### src/rtl/sysctl_pkg.sv
package sysctl_pkg;
   // Bit positions decoded by downstream logic and software.
   localparam int KEY_LSB    = 16;
   localparam int KEY_W      = 16;
   localparam int ENDIAN_BIT = 15;
   localparam int GRP_LSB    = 8;
   localparam int GRP_W      = 3;
   localparam int NREQ       = 3;
   // Request bit order: index 0 core reset, 1 clear active, 2 warm reset.
   localparam int REQ_CORE   = 0;
   localparam int REQ_CLR    = 1;
   localparam int REQ_WARM   = 2;

   function automatic logic [KEY_W-1:0] swap_bytes(input logic [KEY_W-1:0] k);
      return {k[7:0], k[15:8]};
   endfunction
endpackage

### src/rtl/sysctl_key_gate.sv
module sysctl_key_gate #(
   parameter int                ADDR_W   = 12,
   parameter logic [ADDR_W-1:0] REG_ADDR = 12'hD0C,
   parameter logic [15:0]       WR_KEY   = 16'h05FA
) (
   input  logic [ADDR_W-1:0] addr,
   input  logic              wr,
   input  logic [15:0]       key,
   output logic              addr_hit,
   output logic              wr_accept
);
   assign addr_hit  = (addr == REG_ADDR);
   assign wr_accept = wr && addr_hit && (key == WR_KEY);
endmodule

### src/rtl/sysctl_req_pulse.sv
module sysctl_req_pulse #(
   parameter int N = 3
) (
   input  logic         clk,
   input  logic         rst_n,
   input  logic         accept,
   input  logic [N-1:0] req_bits,
   input  logic [N-1:0] allow,
   output logic [N-1:0] pulse
);
   for (genvar i = 0; i < N; i++) begin : g_req
      always_ff @(posedge clk or negedge rst_n) begin
         if (!rst_n) pulse[i] <= 1'b0;
         else        pulse[i] <= accept & req_bits[i] & allow[i];
      end
   end
endmodule

### src/rtl/sysctl_grp_mask.sv
module sysctl_grp_mask #(
   parameter int GW     = 3,
   parameter int PRIO_W = 8
) (
   input  logic [GW-1:0]     grp,
   output logic [PRIO_W-1:0] mask
);
   for (genvar i = 0; i < PRIO_W; i++) begin : g_bit
      assign mask[i] = (32'(grp) >= i);
   end
endmodule

### src/rtl/sysctl_keyreg.sv
module sysctl_keyreg
   import sysctl_pkg::*;
#(
   parameter int                ADDR_W     = 12,
   parameter logic [ADDR_W-1:0] REG_ADDR   = 12'hD0C,
   parameter logic [15:0]       WR_KEY     = 16'h05FA,
   parameter int                PRIO_W     = 8,
   parameter bit                BIG_ENDIAN = 1'b0
) (
   input  logic              clk,
   input  logic              rst_n,
   input  logic [ADDR_W-1:0] bus_addr,
   input  logic              bus_wr,
   input  logic [31:0]       bus_wdata,
   output logic [31:0]       bus_rdata,
   input  logic              core_halted,
   output logic              warm_rst_req,
   output logic              clr_active_req,
   output logic              core_rst_req,
   output logic [PRIO_W-1:0] sub_mask
);
   localparam logic [15:0] RD_KEY = swap_bytes(WR_KEY);

   if (PRIO_W < 1 || PRIO_W > 32) begin : g_bad_prio
      $error("sysctl_keyreg: PRIO_W must be 1..32");
   end
   if (REG_ADDR[1:0] != 2'b00) begin : g_bad_addr
      $error("sysctl_keyreg: REG_ADDR must be word aligned");
   end
   if (ADDR_W < 3) begin : g_bad_aw
      $error("sysctl_keyreg: ADDR_W too small");
   end

   logic             addr_hit, wr_accept;
   logic [GRP_W-1:0] grp_q, grp_next;
   logic [NREQ-1:0]  req_bits, allow, pulse;
   logic             endian_bit;
   logic [31:0]      rd_val;
   logic             unused_bits;

   sysctl_key_gate #(.ADDR_W(ADDR_W), .REG_ADDR(REG_ADDR), .WR_KEY(WR_KEY)) u_gate (
      .addr      (bus_addr),
      .wr        (bus_wr),
      .key       (bus_wdata[KEY_LSB +: KEY_W]),
      .addr_hit  (addr_hit),
      .wr_accept (wr_accept)
   );

   assign grp_next = wr_accept ? bus_wdata[GRP_LSB +: GRP_W] : grp_q;

   always_ff @(posedge clk or negedge rst_n) begin
      if (!rst_n) grp_q <= '0;
      else        grp_q <= grp_next;
   end

   assign req_bits = bus_wdata[NREQ-1:0];
   for (genvar i = 0; i < NREQ; i++) begin : g_allow
      if (i == REQ_CORE) begin : g_halt
         assign allow[i] = core_halted;
      end else begin : g_free
         assign allow[i] = 1'b1;
      end
   end

   sysctl_req_pulse #(.N(NREQ)) u_pulse (
      .clk      (clk),
      .rst_n    (rst_n),
      .accept   (wr_accept),
      .req_bits (req_bits),
      .allow    (allow),
      .pulse    (pulse)
   );

   assign warm_rst_req   = pulse[REQ_WARM];
   assign clr_active_req = pulse[REQ_CLR];
   assign core_rst_req   = pulse[REQ_CORE];

   sysctl_grp_mask #(.GW(GRP_W), .PRIO_W(PRIO_W)) u_mask (
      .grp  (grp_q),
      .mask (sub_mask)
   );

   if (BIG_ENDIAN) begin : g_be
      assign endian_bit = 1'b1;
   end else begin : g_le
      assign endian_bit = 1'b0;
   end

   always_comb begin
      rd_val = '0;
      rd_val[KEY_LSB +: KEY_W]   = RD_KEY;
      rd_val[ENDIAN_BIT]         = endian_bit;
      rd_val[GRP_LSB +: GRP_W]   = grp_next;
   end

   always_ff @(posedge clk or negedge rst_n) begin
      if (!rst_n) bus_rdata <= '0;
      else        bus_rdata <= addr_hit ? rd_val : 32'h0;
   end

   assign unused_bits = ^{bus_wdata[15:11], bus_wdata[7:3]};
endmodule

### config.mk
export PLATFORM = sky130hd
export DESIGN_NAME = sysctl_keyreg
export DESIGN_NICKNAME = d
export VERILOG_FILES = /design/src/rtl/sysctl_pkg.sv /design/src/rtl/sysctl_key_gate.sv /design/src/rtl/sysctl_req_pulse.sv /design/src/rtl/sysctl_grp_mask.sv /design/src/rtl/sysctl_keyreg.sv
export SDC_FILE = /design/constraint.sdc
export NUM_CORES = 1
export LEC_CHECK = 0
export ABC_CLOCK_PERIOD_IN_PS = 1100
export BUFFER_PORTS_ARGS = -buffer_cell sky130_fd_sc_hd__buf_4
export CORE_ASPECT_RATIO = 1.4
export CORE_UTILIZATION = 31
export CTS_BUF_LIST = sky130_fd_sc_hd__clkbuf_4
export DETAILED_ROUTE_END_ITERATION = 12
export HOLD_SLACK_MARGIN = 0.05
export PLACE_DENSITY = 0.87
export SETUP_SLACK_MARGIN = 0.5
export SLEW_MARGIN = 5
export SYNTH_ARGS = -nofsm -noshare
export SYNTH_HDL_FRONTEND = slang
export SYNTH_SLANG_ARGS = --single-unit
export TNS_END_PERCENT = 50
### constraint.sdc
create_clock -name clk -period 1.1 [get_ports clk]
set_clock_uncertainty 0.2 [all_clocks]
set_input_delay 0.165 -clock clk [delete_from_list [all_inputs] [get_ports clk]]
set_output_delay 0.165 -clock clk [all_outputs]
set_load 0.05 [all_outputs]
==> summary.md <==
| Metric | Value |
|---|---|
| Outcome | `finished with violations` |
| Failing checks | `DRC, hold timing, setup timing` |
| Die area | `0.00270 mm^2` |
| Pwr Total | `0.949 mW` |
| Final Non-Filler Cells | `162` |
| Placed Cells | `156` |
| DRT Wirelength | `1800 um` |
| First-pass GRT wire length | `2830 um` |
| Synth async-reset ratio | `100%` |
| Cell-internal power | `0.635 mW` |
| Crit end category | `primary output` |
| H-Tree Depth | `1` |
| Critical path's largest stage delay | `0.40 ns` |
| Row count | `21` |
| Final core utilization | `57.6%` |
| ANT cells | `0` |
| Largest net degree at the start of global routing | `11` |
| Drt first pass iters | `10` |
| Period utilization | `141%` |
| Clock Path Buffers | `2` |
| Vias/cell | `4.54` |
| Clk pwr share | `29.2%` |
| P per Cell Area | `697 mW/mm^2` |
| Register area share after synthesis | `32.4%` |
| Final worst slack | `-0.455 ns` |
| Reg2reg path depth | `3` |
| Latest clock arrival within the worst-skew pair | `0.25 ns` |
| Sw Pwr | `0.314 mW` |
| Ports | `91` |
| Crit-path max FO | `4` |
| Top cell type's share of synthesized area | `32.4%` |
| Lkg Pwr | `0.738 nW` |
| Hold_ws | `-0.484 ns` |
| Root buffer cell | `clkbuf_4` |
| EDFF count, synth | `0` |
| Initial antenna violation count | `0` |
| Num CTS Buffers | `3` |
| Layout cell share with drive strength beyond 1 | `67.6%` |
| Library cells used by synthesis | `25` |
| Buf/Inv on CP | `1` |
| RR Endpoint | `grp_q[2]$_DFF_PN0_` |
| WL/cell | `11.1 um` |
| Top post-synthesis cells by count | `buf_4 (29), dfrtp_1 (10), and4bb_2 (4)` |
| Hold violation count in the final report | `19` |
| VDD IR max | `0.421 mV` |
| CP Launch Type | `flip-flop` |
| Most frequent cell after synthesis | `buf_4` |
| Pins over their slew limit | `0` |
| Top delay family on crit path | `flip-flops` |
| Area of the core | `0.00236 mm^2` |
| GP Congestion | `0.741` |
| HP Class | `primary input to asynchronous set/reset pin` |
| Post-route DRC | `4` |
| Largest cells by area after synthesis | `dfrtp_1 (32%), buf_4 (28%), and4bb_2 (6.5%)` |
| DRT antenna net count | `0` |
| Switching part of the total | `33.1%` |
| Post-route minimum period | `1.56 ns` |
| Area Growth Syn to Fin | `76.1%` |
| Clock Sinks | `10` |
| Multi-input gate area | `417 um^2` |
| Fmax | `0.643 GHz` |
| Area leader, netlist | `dfrtp_1` |
| Initial DRC count | `8` |
| Final number of setup-violating endpoints | `30` |
| Netlist Area Pre-Place | `773 um^2` |
| Hpwl dp | `1530 um` |
| Cells along the critical path | `or3_4, buf_6` |
| R2R Path Start | `grp_q[2]$_DFF_PN0_` |
| Setup Crit Path Kind | `flip-flop to primary output` |
| Total GRT Usage | `14.3%` |
| RSZ-0062 raised after global routing | `yes` |
| CP arrival | `1.19 ns` |
| Fill cells | `203` |
| Die height | `61.1 um` |
| # port buffers | `58` |
| # Max-Cap Violations | `0` |
| Gr ovfl total | `0` |
| TNS Setup | `-6.69 ns` |
| Nets | `188` |
| Flop and latch count out of synthesis | `10` |
| Ys flop type | `dfrtp_1` |
| Part of the power in registers | `38.8%` |
| Reg2reg setup slack | `-0.17 ns` |
| Slowest cell on crit path | `dfrtp_1` |
| Reg clk slew, reported paths | `0.06 ns` |
| Initial Utilization | `32.7%` |
| Synthesis Warnings | `0` |
| Cells after synthesis | `77` |
| Via count | `735` |
| TritonCTS clock tree | `done` |
| Die width | `44.2 um` |
| Part of the power in combinational logic | `32.1%` |
| Vias in the first global route | `696` |
| Reg area | `255 um^2` |
| Worst EP required | `0.73 ns` |
| Syn Area/Cell | `10.0 um^2` |
[cells by family (layout without fill, tap and decap cells)]
kind of cell | Yosys count | in the layout | synth area share (%)
and+or+nand+nor | 23 | 23 | 27.3
DFF | 10 | 10 | 32.4
other | 2 | 22 | 0.971
buffers and inverters | 31 | 73 | 29.1
AOI/OAI and AO/OA | 8 | 8 | 5.82
muxes | 3 | 3 | 4.37
[sequential cells by signal, indices dropped and copies added, names as in the netlist]
signal,flops
grp_q,3
u_pulse.pulse,3
bus_rdata,4
[metrics by stage]
stage                     cell area, um^2  setup slack (ns)  hold slack [ns]
final                                1360            -0.455           -0.484
after global routing                 1360            -0.480           -0.487
after detailed placement             1180            -0.589           -0.205
after global placement               1180            -0.541           -0.209
after CTS                            1330            -0.467           -0.492
after floorplan                       907            -0.434           -0.331
[routing by layer]
metal / GRT usage [%] / wire, um / vias to the layer above
met5: 0 / 0 / -
met4: 6.49 / 36 / 0
met3: 2.93 / 227 / 4
met2: 27.7 / 1030 / 66
met1: 14.4 / 511 / 327
li1: - / - / 338
[cell type report]
cell class                 count  area share, %
clock buffer                   4           2.21
inverter                       1          0.276
multi-input combinational     56           30.6
sequential                    10           18.7
tap                           23           2.11
timing repair buffer          68           46.0
[power by group through the flow]
| stage | registers [mW] | logic [mW] | clock network, mW |
|---|---|---|---|
| after floorplan | 0.375 | 0.243 | 0 |
| after global placement | 0.375 | 0.286 | 0 |
| after detailed placement | 0.375 | 0.290 | 0 |
| after CTS | 0.368 | 0.304 | 0.288 |
| after global routing | 0.367 | 0.322 | 0.302 |
| final | 0.368 | 0.304 | 0.277 |
[cell usage in the layout (no fill, tap or decap), types with 2 or more instances in the layout]
cell and n:
buf_4 37, and3_4 2, o21ai_1 2, nand3_1 3, and2_1 2, dfrtp_1 8, buf_6 31, mux2_4 3
clkbuf_4 4, conb_1 22, a21oi_1 2, and4bb_2 4
[what timing repair did]
item / CTS / global route
hold endpoints to repair: 19 / 19
setup endpoints to repair: 31 / 31
gates cloned: 0 / 0
setup buffers: 1 / 1
gates resized for setup: 31 / 10
pin swaps: 8 / 1
[worst max path at each step]
| stage | startpoint | to | slack [ns] | depth (start not counted) |
|---|---|---|---|---|
| after CTS | grp_q[1]$_DFF_PN0_ | sub_mask[1] | -0.47 | 2 |
| after global placement | bus_wdata[18] | grp_q[1]$_DFF_PN0_ | -0.54 | 5 |
| after floorplan | bus_wdata[18] | grp_q[0]$_DFF_PN0_ | -0.43 | 4 |
| after detailed placement | bus_wdata[30] | grp_q[1]$_DFF_PN0_ | -0.59 | 5 |
| final | grp_q[1]$_DFF_PN0_ | sub_mask[1] | -0.46 | 2 |
| after global routing | grp_q[2]$_DFF_PN0_ | sub_mask[1] | -0.48 | 2 |
(Power assumes the default switching activity.)
